File: config.mk
export PLATFORM = sky130hd
export DESIGN_NAME = denorm_seq
export DESIGN_NICKNAME = d
export VERILOG_FILES = /design/src/rtl/denorm_pkg.sv /design/src/rtl/dn_operand_prep.sv /design/src/rtl/dn_normalize.sv /design/src/rtl/dn_seq_ctrl.sv /design/src/rtl/dn_result_filter.sv /design/src/rtl/denorm_seq.sv
export SDC_FILE = /design/constraint.sdc
export NUM_CORES = 1
export LEC_CHECK = 0
export ABC_AREA = 1
export BUFFER_PORTS_ARGS = -buffer_cell sky130_fd_sc_hd__clkbuf_2
export CAP_MARGIN = 20
export CORE_UTILIZATION = 40
export CTS_CLUSTER_SIZE = 30
export DETAILED_ROUTE_END_ITERATION = 16
export SLEW_MARGIN = 40
export SYNTH_ARGS = -nofsm -noshare
export SYNTH_HDL_FRONTEND = slang
export SYNTH_SLANG_ARGS = --single-unit
File: constraint.sdc
create_clock -name clk -period 21.2 [get_ports clk]
set_input_delay 4.24 -clock clk [delete_from_list [all_inputs] [get_ports clk]]
set_output_delay 4.24 -clock clk [all_outputs]
set_load 0.05 [all_outputs]
File: src/rtl/denorm_pkg.sv
package denorm_pkg;
  localparam int SP_EXP_W  = 8;
  localparam int SP_FRAC_W = 23;

  typedef enum logic [1:0] {
    S_IDLE,
    S_ENTRY,
    S_NORM_A,
    S_NORM_B
  } seq_state_t;
endpackage

File: src/rtl/dn_operand_prep.sv
// Classifies one input word and builds its single-cycle presentation.
module dn_operand_prep #(
  parameter int EXP_W  = 8,
  parameter int FRAC_W = 23,
  localparam int WORD_W = 1 + EXP_W + FRAC_W,
  localparam int OEXP_W = EXP_W + 2,
  localparam int OP_W   = 1 + OEXP_W + FRAC_W + 1
) (
  input  logic [WORD_W-1:0] word,
  input  logic              flush,
  output logic [OP_W-1:0]   op_out,
  output logic              denorm
);
  logic              sgn;
  logic [EXP_W-1:0]  ex;
  logic [FRAC_W-1:0] fr;

  assign sgn    = word[WORD_W-1];
  assign ex     = word[WORD_W-2:FRAC_W];
  assign fr     = word[FRAC_W-1:0];
  assign denorm = (ex == '0) && (fr != '0);

  always_comb begin
    if (ex != '0)
      op_out = {sgn, 2'b00, ex, 1'b1, fr};
    else if (fr == '0 || flush)
      op_out = {sgn, {(OP_W-1){1'b0}}};
    else
      op_out = {sgn, OEXP_W'(1), 1'b0, fr};
  end
endmodule

File: src/rtl/dn_normalize.sv
// Moves the leading one of a subnormal fraction to the hidden-bit position.
module dn_normalize #(
  parameter int FRAC_W = 23,
  parameter int OEXP_W = 10,
  localparam int LZ_W  = $clog2(FRAC_W + 1),
  localparam int MANT_W = FRAC_W + 1,
  localparam int OP_W  = 1 + OEXP_W + MANT_W
) (
  input  logic              sign,
  input  logic [FRAC_W-1:0] frac,
  output logic [OP_W-1:0]   op_out
);
  logic [LZ_W-1:0]   lz;
  logic              found;
  logic [MANT_W-1:0] mant;
  logic [OEXP_W-1:0] exp_v;

  always_comb begin
    lz    = '0;
    found = 1'b0;
    for (int i = FRAC_W - 1; i >= 0; i--) begin
      if (!found) begin
        if (frac[i]) found = 1'b1;
        else         lz    = lz + LZ_W'(1);
      end
    end
  end

  assign mant   = {1'b0, frac} << (lz + LZ_W'(1));
  assign exp_v  = OEXP_W'(0) - OEXP_W'(lz);
  assign op_out = {sign, exp_v, mant};
endmodule

File: src/rtl/dn_seq_ctrl.sv
// Stall sequencer: entry cycle, then one cycle per counted operand, first before second.
module dn_seq_ctrl
  import denorm_pkg::*;
(
  input  logic       clk,
  input  logic       rst_n,
  input  logic       accept,
  input  logic [1:0] need,
  output seq_state_t state,
  output logic       in_ready,
  output logic       busy,
  output logic       done
);
  seq_state_t nxt;
  logic [1:0] need_q;
  logic       done_d;

  always_comb begin
    nxt    = state;
    done_d = 1'b0;
    unique case (state)
      S_IDLE:
        if (accept) begin
          if (|need) nxt = S_ENTRY;
          else       done_d = 1'b1;
        end
      S_ENTRY:  nxt = need_q[0] ? S_NORM_A : S_NORM_B;
      S_NORM_A:
        if (need_q[1]) nxt = S_NORM_B;
        else begin
          nxt    = S_IDLE;
          done_d = 1'b1;
        end
      S_NORM_B: begin
        nxt    = S_IDLE;
        done_d = 1'b1;
      end
      default:  nxt = S_IDLE;
    endcase
  end

  always_ff @(posedge clk) begin
    if (!rst_n) begin
      state  <= S_IDLE;
      done   <= 1'b0;
      need_q <= '0;
    end else begin
      state <= nxt;
      done  <= done_d;
      if (accept) need_q <= need;
    end
  end

  assign in_ready = (state == S_IDLE);
  assign busy     = !in_ready;
endmodule

File: src/rtl/dn_result_filter.sv
// Result path: subnormal results become signed zero in flush mode.
module dn_result_filter #(
  parameter int EXP_W  = 8,
  parameter int FRAC_W = 23,
  localparam int WORD_W = 1 + EXP_W + FRAC_W
) (
  input  logic              flush,
  input  logic [WORD_W-1:0] res_in,
  output logic [WORD_W-1:0] res_out
);
  logic zero_exp;
  assign zero_exp = (res_in[WORD_W-2:FRAC_W] == '0);
  assign res_out  = (flush && zero_exp) ? {res_in[WORD_W-1], {(WORD_W-1){1'b0}}} : res_in;
endmodule

File: src/rtl/denorm_seq.sv
module denorm_seq
  import denorm_pkg::*;
#(
  parameter int EXP_W  = SP_EXP_W,
  parameter int FRAC_W = SP_FRAC_W,
  localparam int WORD_W = 1 + EXP_W + FRAC_W,
  localparam int OEXP_W = EXP_W + 2,
  localparam int OP_W   = 1 + OEXP_W + FRAC_W + 1
) (
  input  logic              clk,
  input  logic              rst_n,
  input  logic              in_valid,
  output logic              in_ready,
  input  logic [WORD_W-1:0] opa_word,
  input  logic [WORD_W-1:0] opb_word,
  input  logic              op_mul,
  input  logic              opa_ext,
  input  logic              opb_ext,
  input  logic              ftz_mode,
  output logic              busy,
  output logic              done,
  output logic [OP_W-1:0]   opa_out,
  output logic [OP_W-1:0]   opb_out,
  input  logic [WORD_W-1:0] res_in,
  output logic [WORD_W-1:0] res_out
);
  localparam int LANES = 2;

  logic [WORD_W-1:0] word_in [LANES];
  logic [OP_W-1:0]   prep_op [LANES];
  logic [LANES-1:0]  ext_in, is_den, need;
  logic              accept;
  seq_state_t        state;

  logic [LANES-1:0]  raw_sign;
  logic [FRAC_W-1:0] raw_frac [LANES];
  logic              norm_sign;
  logic [FRAC_W-1:0] norm_frac;
  logic [OP_W-1:0]   norm_op;

  assign word_in[0] = opa_word;
  assign word_in[1] = opb_word;
  assign ext_in     = {opb_ext, opa_ext};
  assign accept     = in_valid && in_ready;

  for (genvar g = 0; g < LANES; g++) begin : g_lane
    dn_operand_prep #(.EXP_W(EXP_W), .FRAC_W(FRAC_W)) u_prep (
      .word   (word_in[g]),
      .flush  (ftz_mode),
      .op_out (prep_op[g]),
      .denorm (is_den[g])
    );
    // an add with an operand already in extended form skips its extra cycle
    assign need[g] = !ftz_mode && is_den[g] && (op_mul || !ext_in[g]);

    always_ff @(posedge clk) begin
      if (!rst_n) begin
        raw_sign[g] <= 1'b0;
        raw_frac[g] <= '0;
      end else if (accept) begin
        raw_sign[g] <= word_in[g][WORD_W-1];
        raw_frac[g] <= word_in[g][FRAC_W-1:0];
      end
    end
  end

  dn_seq_ctrl u_ctrl (
    .clk      (clk),
    .rst_n    (rst_n),
    .accept   (accept),
    .need     (need),
    .state    (state),
    .in_ready (in_ready),
    .busy     (busy),
    .done     (done)
  );

  // one shared normalizer, steered to whichever operand the sequencer is on
  assign norm_sign = (state == S_NORM_B) ? raw_sign[1] : raw_sign[0];
  assign norm_frac = (state == S_NORM_B) ? raw_frac[1] : raw_frac[0];

  dn_normalize #(.FRAC_W(FRAC_W), .OEXP_W(OEXP_W)) u_norm (
    .sign   (norm_sign),
    .frac   (norm_frac),
    .op_out (norm_op)
  );

  always_ff @(posedge clk) begin
    if (!rst_n) begin
      opa_out <= '0;
      opb_out <= '0;
    end else if (accept) begin
      opa_out <= prep_op[0];
      opb_out <= prep_op[1];
    end else if (state == S_NORM_A) begin
      opa_out <= norm_op;
    end else if (state == S_NORM_B) begin
      opb_out <= norm_op;
    end
  end

  dn_result_filter #(.EXP_W(EXP_W), .FRAC_W(FRAC_W)) u_resf (
    .flush   (ftz_mode),
    .res_in  (res_in),
    .res_out (res_out)
  );
endmodule

* After elaboration in Yosys (flattened, before gate mapping) *
Memory sizes are Yosys's and may differ from the RTL's.
Cells that the tools add are included.

word-level totals
  bits of input ports = 103
  memory bits (writable) = 46
  logic and storage cells = 187
  output and inout bits = 105
  bits in registers = 77
  memories kept = 1

memories
  memory    words  bits a word  rd ports  clocked after memory_dff  write ports  line              text
  raw_frac  2      23           2         0                         2            denorm_seq.sv:36  logic [FRAC_W-1:0] raw_frac [LANES];

operators by class
  $add $sub $neg = 24
  mux-type cells = 115
  equality and inequality tests = 6
  reduce and logical (&&, ||, !) cells = 31
  shift operators = 1
  bitwise logic cells = 2

operators with widths
  kind                                                    count
  two-way mux 5 bit                                       44
  two-way mux 35 bit                                      5
  adder 5 x 1 -> 5 bit (second input constant)            22
  two-way mux 23 bit                                      3
  two-way mux 32 bit                                      2
  two-way mux 1 bit                                       53
  two-way mux 25 bit                                      2
  zero test 23 bit                                        2
  nonzero test 23 bit                                     2
  two-way mux 31 bit                                      1
  zero test 8 bit                                         3
  left shift 23 x 5 -> 24 bit                             1
  nonzero test 8 bit                                      2
  logical AND 1 bit                                       8
  one-hot mux 2 bit (4 select lines)                      1
  two-way mux 2 bit                                       3
  subtractor 1 x 5 -> 6 bit (first input constant)        1
  == test 2 bit (second input constant)                   2
  zero test 1 bit                                         4
  logical OR 1 bit                                        4
  inequality test 2 x 1 -> 1 bit (second input constant)  2
  AND reduction 2 bit                                     2
  nonzero test 2 bit                                      2
  one-hot mux 1 bit (3 select lines)                      1
  other kinds (6)                                         7

* Longest topological paths before layout *
Gate-level depths: netlist of run 1.

  word-level depth = 74
  gate-level depth with buffers = 84
  mapped depth without buffers = 83

* By module *
A second synthesis of run 1 with hierarchy kept.

second synthesis, totals
  cell total of the unflattened synthesis = 1680
  area total of the unflattened synthesis = 10349.9 sq um

modules (own cells, without submodules)
  module            cells each  instances  area each (sq um)  seq. area each (sq um)
  denorm_seq        741         1          5560.3             2822.7
  dn_normalize      652         1          3363.2             0.0
  dn_operand_prep   95          2          469.2              0.0
  dn_result_filter  64          1          274.0              0.0
  dn_seq_ctrl       33          1          214.0              100.1

* Worst setup path before layout of run 1 *
No wires, ideal clock.

  path type = register to register
  start = reg u_ctrl.state[0]
  end = reg opa_out[22]
  period minus slack after synthesis = 9.873 ns
  slack = 11.327 ns
  setup time = 0.070 ns
  data arrival time = 9.803 ns
  required time = 21.130 ns
  path buffers = 1
  cell stages (with the launch flop) = 79
  cells stage by stage = dfxtp_1 > nand2_2 > buf_6 > nand2_1 > nand2_1 > a21oi_1 > ha_1 > o21ai_0 > inv_1 > ha_1 > nand3_1 > nand3_1 > nand2_1 > nand2_1 > nand2_1 > nand2_1 > nand3_1 > nand2_1 > [... 43 more ...] > nand2_1 > inv_1 > ha_1 > nand2_1 > nand2_1 > ha_1 > or2_0 > nand2_1 > inv_1 > ha_1 > clkinv_1 > o21ai_0 > inv_1 > o21ai_2 > nand2_1 > a21oi_1 > nand2_1 > a21oi_1

on the way
  word-level cells in the longest chain between the ends = 73
  elaborated cells on any way between the ends = 120
  those cells by class = 23 x add/sub; 2 x eq/ne; 1 x shift; 91 x mux; 3 x reduce/logical

ends and longest elaborated chain
  item                         line                text
  start: declaration           dn_seq_ctrl.sv:9    output seq_state_t state,
  start signal: assignment     dn_seq_ctrl.sv:48   state <= nxt;
  == test 2 bit                denorm_seq.sv:80    assign norm_frac = (state == S_NORM_B) ? raw_frac[1] : raw_frac[0];
  two-way mux 23 bit           denorm_seq.sv:80
  two-way mux 1 bit            dn_normalize.sv:23  if (frac[i]) found = 1'b1;
  adder 1 x 1 -> 2 bit         dn_normalize.sv:24  else lz = lz + LZ_W'(1);
  two-way mux 5 bit            dn_normalize.sv:23
  two-way mux 5 bit            dn_normalize.sv:22  if (!found) begin
  adder 5 x 1 -> 5 bit         dn_normalize.sv:24
  two-way mux 5 bit            dn_normalize.sv:23
  [... 57 more ...]            n/a
  two-way mux 5 bit            dn_normalize.sv:22
  adder 5 x 1 -> 5 bit         dn_normalize.sv:24
  two-way mux 5 bit            dn_normalize.sv:23
  two-way mux 5 bit            dn_normalize.sv:22
  adder 5 x 1 -> 5 bit         dn_normalize.sv:29  assign mant = {1'b0, frac} << (lz + LZ_W'(1));
  left shift 23 x 5 -> 24 bit  dn_normalize.sv:29
  two-way mux 35 bit           denorm_seq.sv:95    end else if (state == S_NORM_A) begin
  two-way mux 35 bit           denorm_seq.sv:92    end else if (accept) begin
  end signal: assignment       denorm_seq.sv:93    opa_out <= prep_op[0];
  end signal: assignment       denorm_seq.sv:96    opa_out <= norm_op;
  end: declaration             denorm_seq.sv:22    output logic [OP_W-1:0] opa_out,

Several ways; a longest one is shown, not always the timed one. The select of a mux whose other input is x is not followed.
A chain may end at the register's enable or synchronous reset.

* Worst setup path after layout of run 1 *
  start = reg u_ctrl.state[0]
  end = reg opb_out[22]

on the way
  word-level cells in the longest chain between the ends = 74
  elaborated cells on any way between the ends = 123
  those cells by class = 23 x add/sub; 3 x eq/ne; 1 x shift; 92 x mux; 4 x reduce/logical

ends and longest elaborated chain
  item                         line                                text
  == test 2 bit                denorm_seq.sv:80, denorm_seq.sv:97
  two-way mux 23 bit           denorm_seq.sv:80
  two-way mux 1 bit            dn_normalize.sv:23
  adder 1 x 1 -> 2 bit         dn_normalize.sv:24
  two-way mux 5 bit            dn_normalize.sv:23
  two-way mux 5 bit            dn_normalize.sv:22
  adder 5 x 1 -> 5 bit         dn_normalize.sv:24
  two-way mux 5 bit            dn_normalize.sv:23
  [... 58 more ...]            n/a
  adder 5 x 1 -> 5 bit         dn_normalize.sv:24
  two-way mux 5 bit            dn_normalize.sv:23
  two-way mux 5 bit            dn_normalize.sv:22
  adder 5 x 1 -> 5 bit         dn_normalize.sv:29
  left shift 23 x 5 -> 24 bit  dn_normalize.sv:29
  two-way mux 35 bit           denorm_seq.sv:97                    end else if (state == S_NORM_B) begin
  two-way mux 35 bit           denorm_seq.sv:95
  two-way mux 35 bit           denorm_seq.sv:92
  end signal: assignment       denorm_seq.sv:94                    opb_out <= prep_op[1];
  end signal: assignment       denorm_seq.sv:98                    opb_out <= norm_op;
  end: declaration             denorm_seq.sv:23                    output logic [OP_W-1:0] opb_out,

Several ways; a longest one is shown, not always the timed one. The select of a mux whose other input is x is not followed.

==> results.ini, run 1 <==
[pwr]
total_power_mw = 1.011
internal_power_mw = 0.5644
p_sw_frac = 0.4415
p_leak_nw = 5.760
power_density_mw_per_mm2 = 91.53
clockPowerShare = 0.284
combinationalPowerShare = 0.445
switchingPower_mw = 0.4463
vdd_ir_drop_max_mv = 0.06323
seq_power_share = 0.271

[die]
pin_count = 208
die_x_um = 155.1
num_rows = 55
dieArea_mm2 = 0.02406
start_util = 0.4105
coreArea_mm2 = 0.02285
fp.dieH_um = 155.1

[min_path]
hold_path.class = flop to flop

[clock_tree]
cts_buffers = 17
hold_buffers = 0
cts.sinks = 121
cts_root_buffer = clkbuf_16
insertion_delay_ns = 0.43
h-tree-depth = 4
path_clk_slew_ns = 0.05
clock_path_buffers = 2
cts_tree = done
post_cts_buffers = 0
cts_resized = 0

[worst_setup_path]
reg2reg_from = u_ctrl.state[0]
cp.arrival_ns = 13.05
timing.critical_path.from = u_ctrl.state[0]
worstSetupPathDepth = 77
slowest_delay_ns = 0.72
cp_max_fo = 33
crit_top_cell = nand2_1
cp-start-kind = flop
reg2reg_depth = 77
worst_path_dominant_cell_family = simple AND/OR/NAND/NOR gates
r2r_setup_slack_ns = 8.50
path_class = flop to flop
cp-endpoint = opb_out[22]
end_kind = flop
critPathRequiredTime_ns = 21.55
crit_slowest_cell = clkinv_1
r2r-end = opb_out[22]
cp.buffers_inverters = 12

[cells_and_area]
final_cell_mix = 359 x nand2_1, 205 x clkbuf_2, 192 x inv_1, 153 x nor2_1, 125 x o21ai_0
n_antenna_cell = 0
drive_above_1_share = 0.2098
nFillCells = 2416
num-nets-final = 1736
final_common_cell = nand2_1
area_growth_pct = 17.73

[detailed_routing]
viasPerCell = 5.104
vias = 9892
drc_errors = 0
dr.pass1.iters = 6
antenna_left = 0
post_drt_wl_per_cell_um = 15.81
wl_um = 30640
drtIter0Drc = 794

[global_routing]
track_usage = 0.2570
gr-total-overflow = 0
grt_max_degree = 76
grt_antenna_before_repair = 0
first_global_vias = 8939
grt_pass1_wl_um = 47730

[timing]
fin_crit_ns = 12.70
final-setup-viol-count = 0
hold_viol_final = 0
clock.fmax_mhz = 78.75
setup_tns_ns = 0
rsz0062_at_grt = no
slew_viol_final = 0
slew_headroom = 0.4121
worstMarginPinSlew_ns = 0.8726
skew_ns = 0.008492
period_share = 0.5990

[place]
routabilityCongestion = 0.9731
dp_hpwl_um = 24120
io_buffers = 205

[outcome]
status = complete, no violations

[logic_synthesis]
ys_ff_latch = 121
syn_inst = 1452
netlist_area_mm2 = 0.009379
synthesis.nets = 1576
yosys.cell_types.count = 56
syn_avg_cell_area_um2 = 6.459
yosys_warnings = 0
synth_seq_area_share = 0.3074

[flow_run]
cap_violations = 0

[layout make-up]
cell class              instances  area [µm²]  area share
well taps                     313       391.6     0.03547
flip-flops and latches        121        2883      0.2611
multi-input cells            1042        5274      0.4776
inverters                     218       825.8     0.07479
clock buffers                  24       504.2     0.04567
repair buffers                212        1082     0.09802
clock inverters                 8       81.33    0.007365
[cell usage after synthesis (all sizes together)]
cell,n,area share
nand2,380,0.16
inv,210,0.085
nor2,180,0.092
o21ai,151,0.083
nand3,130,0.075
dfxtp,75,0.16
a21oi,54,0.029
edfxtp,46,0.15
a31oi,39,0.026
clkbuf,34,0.014
buf,29,0.023
ha,21,0.028
or2,18,0.012
nand4,17,0.015
nor3,10,0.0053
o211ai,10,0.0080
clkinv,8,0.0035
dlygate4sd3,6,0.0064
nor4,5,0.0033
o22ai,4,0.0027
or4,4,0.0032
mux2i,3,0.0032
xor2,3,0.0028
dlygate4sd1,2,0.0019
nand3b,2,0.0016
o221ai,2,0.0019
o41ai,2,0.0019
a211oi,1,0.00080
a21boi,1,0.00080
a22oi,1,0.00080
and2,1,0.00067
and3,1,0.00067
o21a,1,0.00080
o311ai,1,0.0017
[registers in the layout (all words and copies together), names as in the netlist]
| register | flops |
|---|---|
| u_ctrl.done | 1 |
| opb_out | 34 |
| u_ctrl.need_q | 2 |
| raw_frac | 46 |
| opa_out | 34 |
| u_ctrl.state | 2 |
| raw_sign | 2 |
[metrics by stage]
stage	util	std cells	setup slack, ns	cell area, µm²	hold WS [ns]
2_1_floorplan	-	1452	11.33	9379	0.4450
3_3_place_gp	0.4566	1906	9.018	10430	0.4594
3_5_place_dp	0.4574	1906	8.623	10450	0.4636
4_1_cts	0.4830	1938	8.557	11040	0.4729
5_1_grt	0.4833	1938	7.083	11040	0.4917
6_report	0.4833	1938	8.502	11040	0.4716
[logic make-up after synthesis]
kind of cell / count (synthesis) / synth area share
AO/OA/AOI/OAI: 267 / 0.1572
XOR/XNOR: 3 / 0.002802
adder cells (fa/ha/maj): 21 / 0.02801
buffers and inverters: 289 / 0.1330
flip-flops: 121 / 0.3074
multiplexers: 3 / 0.003202
AND/OR/NAND/NOR: 748 / 0.3685
[how the worst min path moves through the flow]
stage	startpoint	end	slack, ns	cells past startpoint
floorplan	raw_sign[0]	raw_sign[0]	0.45	2
global placement	raw_sign[0]	raw_sign[0]	0.46	2
detailed placement	raw_sign[0]	raw_sign[0]	0.46	2
CTS	raw_sign[0]	raw_sign[0]	0.47	2
global route	raw_sign[1]	raw_sign[1]	0.49	2
finish	raw_sign[0]	raw_sign[0]	0.47	2
[routing by layer]
layer | global-route usage | wire, µm | vias up
li1 | - | - | 5038
met1 | 0.3339 | 13690 | 4488
met2 | 0.4264 | 14310 | 314
met3 | 0.04039 | 1765 | 52
met4 | 0.1009 | 876 | 0
met5 | 0 | 0 | -
[worst reg2reg max path, delay by kind of cell, from the launching register on]
| family | cells | cell delay [ns] |
|---|---|---|
| AO/OA/AOI/OAI | 13 | 2.70 |
| adder cells (fa/ha/maj) | 12 | 3.89 |
| buffers and inverters | 12 | 1.49 |
| flip-flops | 1 | 0.55 |
| AND/OR/NAND/NOR | 40 | 3.97 |
[power by group through the flow]
stage	sequential (mW)	combinational [mW]	clock (mW)
after floorplan	0.324	0.294	0
after global placement	0.278	0.444	0
after detailed placement	0.278	0.445	0
after CTS	0.273	0.448	0.291
after global routing	0.276	0.498	0.302
final	0.274	0.450	0.287
Power figures use the tool's default switching activity.
==> run 2, diff against run 1 <==
Settings changed: ABC_AREA 1 to 0.
Clock period 21.2 ns to 12.7 ns, I/O delays scaled along.
==> run 2 against run 1 <==
  * Power is 73% higher
  * Critical endpoint is now opa_out[16]
  * Clock power rose by 80%
  * Non-clock buffer count up 45
  * Core utilization up 2.4 points
  * Via count rose by 5.7%
  * Sequential power is 66% higher
  * Routed wire length increased by 16%
  * Largest power group unchanged
  * Register-to-register slack worse by 8.0 ns
  * Hold slack worse by 0.015 ns
  * Synthesized cell count down 14%
  * Die area rose by 4.9%
  * Cell count is 8.5% lower
==> results.ini, run 2 <==
[logic_synthesis]
synthTopCellsByCount = 126 x a21oi_1, 119 x nand2_1, 101 x nor2_1, 75 x dfxtp_1, 66 x o21ai_0  ; was 363 x nand2_1, 193 x inv_1, 154 x nor2_1, 128 x o21ai_0, 122 x nand3_1
yosysMostFrequentCell = a21oi_1  ; was nand2_1
yosysTopAreaCell = dfxtp_1  ; unchanged
yosys_warnings = 0  ; unchanged
netlist_area_mm2 = 0.009843  ; was 0.009379 mm²
synthesis.nets = 1368  ; was 1576
syn_avg_cell_area_um2 = 7.913  ; was 6.459 µm²
synthArstFlopShare = 0  ; unchanged
yosysTopAreaCellShare = 0.1525  ; was 0.1601
synth_seq_area_share = 0.2929  ; was 0.3074
synth.top_cells.by_area = dfxtp_1 15%, edfxtp_1 14%, a21oi_1 6.4%, mux2i_1 6.3%, nand2_1 4.5%  ; was dfxtp_1 16%, edfxtp_1 15%, nand2_1 15%, inv_1 7.7%, o21ai_0 6.8%
synth_edf_count = 46  ; unchanged
yosys.cell_types.count = 96  ; was 56
ys_ff_latch = 121  ; unchanged
syn_inst = 1244  ; was 1452
synth-main-ff-cell = dfxtp_1  ; unchanged

[worst_setup_path]
path_class = flop to flop  ; unchanged
end_kind = flop  ; unchanged
cp-start-kind = flop  ; unchanged
critPathRequiredTime_ns = 12.98  ; was 21.55 ns
cp_max_fo = 5  ; was 33
crit_slowest_cell = o311a_1  ; was clkinv_1
crit_top_cell = ha_1  ; was nand2_1
cp.arrival_ns = 12.49  ; was 13.05 ns
slowest_delay_ns = 0.37  ; was 0.72 ns

[detailed_routing]
antenna_left = 0  ; unchanged
drtIter0Drc = 935  ; was 794
drc_errors = 0  ; unchanged
dr.pass1.iters = 5  ; was 6
vias = 10460  ; was 9892
viasPerCell = 5.899  ; was 5.104
wl_um = 35670  ; was 30640 µm
post_drt_wl_per_cell_um = 20.12  ; was 15.81 µm

[timing]
period_share = 0.9617  ; was 0.5990
setup_tns_ns = 0  ; unchanged
final-setup-viol-count = 0  ; unchanged
whs_ns = 0.4570  ; was 0.4716 ns
hold_viol_final = 0  ; unchanged
slew_viol_final = 0  ; unchanged
fin_crit_ns = 12.21  ; was 12.70 ns
worstMarginPinSlew_ns = 1.225  ; was 0.8726 ns
clock.fmax_mhz = 81.87  ; was 78.75 MHz
slew_headroom = 0.1773  ; was 0.4121
skew_ns = 0.009789  ; was 0.008492 ns

[die]
die_x_um = 158.9  ; was 155.1 µm
dieArea_mm2 = 0.02524  ; was 0.02406 mm²
pin_count = 208  ; unchanged
num_rows = 57  ; was 55
fp.dieH_um = 158.9  ; was 155.1 µm
coreArea_mm2 = 0.02425  ; was 0.02285 mm²
start_util = 0.4059  ; was 0.4105

[place]
io_buffers = 205  ; unchanged
dp_hpwl_um = 27330  ; was 24120 µm
routabilityCongestion = 0.9396  ; was 0.9731
placed_cell_area_mm2 = 0.01127  ; was 0.01045 mm²
placed_cells = 1726  ; was 1906

[cells_and_area]
largest_registers = raw_frac: 46 flops, opa_out: 34 flops, opb_out: 34 flops  ; unchanged
area_growth_pct = 24.88  ; was 17.73%
final_cells = 1773  ; was 1938
final_common_cell = clkbuf_2  ; was nand2_1
num-nets-final = 1560  ; was 1736
ff_latch_area_mm2 = 0.002883  ; unchanged
stdcell_area_mm2 = 0.01229  ; was 0.01104 mm²
drive_above_1_share = 0.2685  ; was 0.2098
multiInputGateArea_mm2 = 0.006764  ; was 0.005274 mm²
nFillCells = 2403  ; was 2416
final_util = 0.5069  ; was 0.4833
final_cell_mix = 205 x clkbuf_2, 123 x a21oi_1, 115 x nand2_1, 96 x nor2_1, 75 x dfxtp_1  ; was 359 x nand2_1, 205 x clkbuf_2, 192 x inv_1, 153 x nor2_1, 125 x o21ai_0
largest_reg_flops = 46  ; unchanged
top_register = raw_frac  ; unchanged
n_antenna_cell = 0  ; unchanged

[pwr]
p_leak_nw = 5.226  ; was 5.760 nW
power_density_mw_per_mm2 = 142.2  ; was 91.53 mW/mm²
vdd_ir_drop_max_mv = 0.1192  ; was 0.06323 mV

[global_routing]
grt_antenna_before_repair = 0  ; unchanged
grt_max_degree = 85  ; was 76
grt_pass1_wl_um = 54640  ; was 47730 µm
first_global_vias = 9817  ; was 8939
track_usage = 0.2726  ; was 0.2570
gr-total-overflow = 0  ; unchanged

[clock_tree]
clock_path_buffers = 2  ; unchanged
cts_buffers = 17  ; unchanged
cts.sinks = 121  ; unchanged
insertion_delay_ns = 0.42  ; was 0.43 ns
hold_buffers = 0  ; unchanged
h-tree-depth = 4  ; unchanged
path_clk_slew_ns = 0.06  ; was 0.05 ns
cts_root_buffer = clkbuf_16  ; unchanged
cts_tree = done  ; unchanged

[outcome]
status = complete, no violations  ; unchanged

[flow_run]
cap_violations = 0  ; unchanged

[min_path]
hold_path.class = flop to flop  ; unchanged

==> run 2: path summary, 6_finish.rpt <==
| check | from | end | slack (ns) | depth (start not counted) |
|---|---|---|---|---|
| worst max-delay path | u_ctrl.state[0] | opa_out[16] | 0.49 | 61 |
| worst min-delay path | raw_sign[1] | raw_sign[1] | 0.46 | 2 |
| worst max register to register | u_ctrl.state[0] | opa_out[16] | 0.49 | 61 |
| worst min register to register | raw_sign[1] | raw_sign[1] | 0.46 | 2 |
==> run 2: repair_timing <==
action                                  4_1_cts  5_1_grt
gates cloned                                  0        3
pin swaps                                     1       13
endpoints found under the setup margin        2       49
resized for setup                             0       44
buffers inserted                              1       11
==> run 2: per-layer routing <==
layer  wire, µm  track usage
met4        975      0.09572
met2      16180       0.4344
met5          0            0
met3       2416      0.03292
met1      16100       0.3786
==> run 2: area by class of cell <==
cell class,count,share of cell area
Multi-Input combinational cell,1005,0.5503
Sequential cell,121,0.2345
Timing Repair Buffer,257,0.1206
Clock buffer,18,0.03491
Tap cell,324,0.03298
Clock inverter,14,0.01598
Inverter,34,0.01069
==> run 2: report_power, final <==
part	switching, mW	internal (mW)
logic	0.493	0.283
registers	0.0201	0.436
clock network	0.186	0.329
==> run 2: per-stage QoR <==
step	setup WS (ns)	total power [mW]
global route	-0.1261	1.825
global placement	0.2268	1.165
CTS	0.06286	1.684
finish	0.4858	1.748
detailed placement	-0.1017	1.170
floorplan	0.2377	0.9649
==> run 2: kinds of logic (layout without fill, tap and decap cells) <==
kind of cell,count (synthesis),in the layout,synth area share
AND/OR/NAND/NOR,500,500,0.2619
AO/OA/AOI/OAI,364,364,0.2414
flip-flops,121,121,0.2929
buffers and inverters,120,323,0.05008
multiplexers,72,72,0.07449
XOR/XNOR,43,45,0.04958
adder cells (fa/ha/maj),24,24,0.02974
==> run 2: worst max-delay path: cells and delay by family (launching register included) <==
kind                     cells  cell delay [ns]
AO/OA/AOI/OAI               18             3.56
adder cells (fa/ha/maj)     11             2.96
AND/OR/NAND/NOR             18             2.86
multiplexers                 6             1.18
XOR/XNOR                     3             0.65
buffers and inverters        5             0.49
flip-flops                   1             0.35
==> run 3, diff against run 2 <==
Clock period 12.7 ns to 12.5 ns, I/O delays scaled along.
==> run 3 against run 2 <==
  * Die area unchanged
  * Sequential power up 2%
  * Clock power down 7.8%
  * Global-route usage up 0.29 points
  * Register-to-register slack about the same
  * Cell count up 0.56%
  * Flip-flop and latch count unchanged
  * Worst setup slack better by 0.012 ns
  * Final area down 0.35%
  * Non-clock buffer count up 11
  * Critical path type unchanged
==> results.ini, run 3 (same netlist as run 2, synthesis figures left out) <==
[outcome]
status = complete, no violations  ; unchanged

[worst_setup_path]
crit_top_cell = ha_1  ; unchanged
cp-endpoint = opb_out[12]  ; was opa_out[16]
path_class = flop to flop  ; unchanged
crit_slowest_cell = edfxtp_1  ; was o311a_1
timing.critical_path.from = raw_frac[0][21]  ; was u_ctrl.state[0]
reg2reg_depth = 59  ; was 61
cp.arrival_ns = 12.34  ; was 12.49 ns
r2r-end = opb_out[12]  ; was opa_out[16]
reg2reg_from = raw_frac[0][21]  ; was u_ctrl.state[0]
critPathRequiredTime_ns = 12.84  ; was 12.98 ns
slowest_delay_ns = 0.44  ; was 0.37 ns
cp.buffers_inverters = 4  ; was 5
cp-start-kind = flop  ; unchanged
cp_max_fo = 8  ; was 5
end_kind = flop  ; unchanged
worst_path_dominant_cell_family = compound AO/OA/AOI/OAI gates  ; unchanged
r2r_setup_slack_ns = 0.50  ; was 0.49 ns
worstSetupPathDepth = 59  ; was 61

[timing]
period_share = 0.9602  ; was 0.9617
skew_ns = 0.01289  ; was 0.009789 ns
final-setup-viol-count = 0  ; unchanged
hold_viol_final = 0  ; unchanged
fin_ws_ns = 0.4978  ; was 0.4858 ns
clock.fmax_mhz = 83.32  ; was 81.87 MHz
setup_tns_ns = 0  ; unchanged
slew_viol_final = 0  ; unchanged
slew_headroom = 0.4654  ; was 0.1773
worstMarginPinSlew_ns = 0.7795  ; was 1.225 ns
fin_crit_ns = 12.00  ; was 12.21 ns

[pwr]
total_power_mw = 1.729  ; was 1.748 mW
vdd_ir_drop_max_mv = 0.1041  ; was 0.1192 mV
p_leak_nw = 5.246  ; was 5.226 nW
power_density_mw_per_mm2 = 141.2  ; was 142.2 mW/mm²

[global_routing]
grt_pass1_wl_um = 55130  ; was 54640 µm
grt_max_degree = 85  ; unchanged
grt_antenna_before_repair = 0  ; unchanged
first_global_vias = 9813  ; was 9817
gr-total-overflow = 0  ; unchanged
track_usage = 0.2756  ; was 0.2726

[flow_run]
cap_violations = 0  ; unchanged

[detailed_routing]
wl_um = 35490  ; was 35670 µm
viasPerCell = 5.848  ; was 5.899
antenna_left = 0  ; unchanged
vias = 10430  ; was 10460
drtIter0Drc = 827  ; was 935
dr.pass1.iters = 6  ; was 5
drc_errors = 0  ; unchanged
post_drt_wl_per_cell_um = 19.90  ; was 20.12 µm

[place]
dp_hpwl_um = 27040  ; was 27330 µm
io_buffers = 205  ; unchanged
place_ws_ns = -0.1342  ; was -0.1017 ns
routabilityCongestion = 0.9414  ; was 0.9396

[cells_and_area]
largest_registers = raw_frac: 46 flops, opa_out: 34 flops, opb_out: 34 flops  ; unchanged
num-nets-final = 1570  ; was 1560
top_register = raw_frac  ; unchanged
final_util = 0.5052  ; was 0.5069
n_antenna_cell = 0  ; unchanged
drive_above_1_share = 0.2769  ; was 0.2685
final_cell_mix = 206 x clkbuf_2, 121 x a21oi_1, 115 x nand2_1, 99 x nor2_1, 73 x dfxtp_1  ; was 205 x clkbuf_2, 123 x a21oi_1, 115 x nand2_1, 96 x nor2_1, 75 x dfxtp_1
final_common_cell = clkbuf_2  ; unchanged
area_growth_pct = 24.44  ; was 24.88%
nFillCells = 2384  ; was 2403
largest_reg_flops = 46  ; unchanged

[clock_tree]
cts.sinks = 121  ; unchanged
cts_buffers = 17  ; unchanged
insertion_delay_ns = 0.42  ; about the same
path_clk_slew_ns = 0.06  ; about the same
clock_path_buffers = 2  ; unchanged
cts_tree = done  ; unchanged
h-tree-depth = 4  ; unchanged
cts_root_buffer = clkbuf_16  ; unchanged
hold_buffers = 0  ; unchanged

[min_path]
hold_path.class = flop to flop  ; unchanged

[die]
die_x_um = 158.9  ; unchanged
dieArea_mm2 = 0.02524  ; unchanged
coreArea_mm2 = 0.02425  ; unchanged
start_util = 0.4059  ; unchanged
pin_count = 208  ; unchanged
fp.dieH_um = 158.9  ; unchanged
num_rows = 57  ; unchanged

-- run 3: changes by cell type in the layout (fill, tap and decap cells not counted), sizes merged --
cell / delta
clkbuf: +2
clkinv: +1
bufinv: -3
buf: +10
clkinvlp: -3
xnor2: -1
inv: +4
-- run 3: how the worst min path moves through the flow --
stage | slack (ns) | cells past startpoint | startpoint | endpoint
after floorplan | 0.44 | 2 | raw_sign[0] | raw_sign[0]
after global placement | 0.44 | 2 | raw_sign[0] | raw_sign[0]
after CTS | 0.46 | 2 | raw_sign[1] | raw_sign[1]
final | 0.46 | 2 | raw_sign[1] | raw_sign[1]
after global routing | 0.49 | 2 | opa_out[33] | opa_out[33]
after detailed placement | 0.45 | 2 | raw_sign[1] | raw_sign[1]
-- run 3: area by class of cell --
cell class / count / area (µm²) / share of cell area
flip-flops and latches: 121 / 2885 / 0.2355
clock buffers: 19 / 454.2 / 0.03708
clock inverters: 13 / 116.4 / 0.009500
well taps: 324 / 405.4 / 0.03310
inverters: 34 / 127.6 / 0.01042
repair buffers: 268 / 1534 / 0.1252
multi-input cells: 1004 / 6726 / 0.5491
-- run 3: what timing repair did --
action                     in CTS  in global routing
cloned                          1                  1
gates resized for setup         1                 48
setup buffers                   4                 12
setup endpoints to repair       7                 51
pin swaps                       3                 24
-- run 3: worst min-delay path: cells and delay by family (launching register included) --
| family | cells | cell delay, ns |
|---|---|---|
| DFF | 1 | 0.31 |
| and+or+nand+nor | 1 | 0.05 |
| AOI/OAI and AO/OA | 1 | 0.05 |
-- run 3: stage by stage --
stage | instances | hold WS [ns] | instance area (µm²)
finish | 1783 | 0.4599 | 12250
floorplan | 1244 | 0.4366 | 9843
detailed placement | 1732 | 0.4523 | 11300
global route | 1783 | 0.4867 | 12250
global placement | 1732 | 0.4434 | 11270
CTS | 1769 | 0.4605 | 11940
-- run 3: per-layer routing --
metal | track usage | share of wire | up-vias
met1 | 0.3827 | 0.45 | 4925
met3 | 0.03762 | 0.067 | 68
met4 | 0.09528 | 0.029 | 0
met5 | 0 | 0 | -
li1 | - | - | 4999
met2 | 0.4368 | 0.45 | 435
-- run 3: report_power, final --
part | switching, mW | internal (mW)
Sequential | 0.0203 | 0.443
Clock | 0.189 | 0.287
Combinational | 0.502 | 0.288
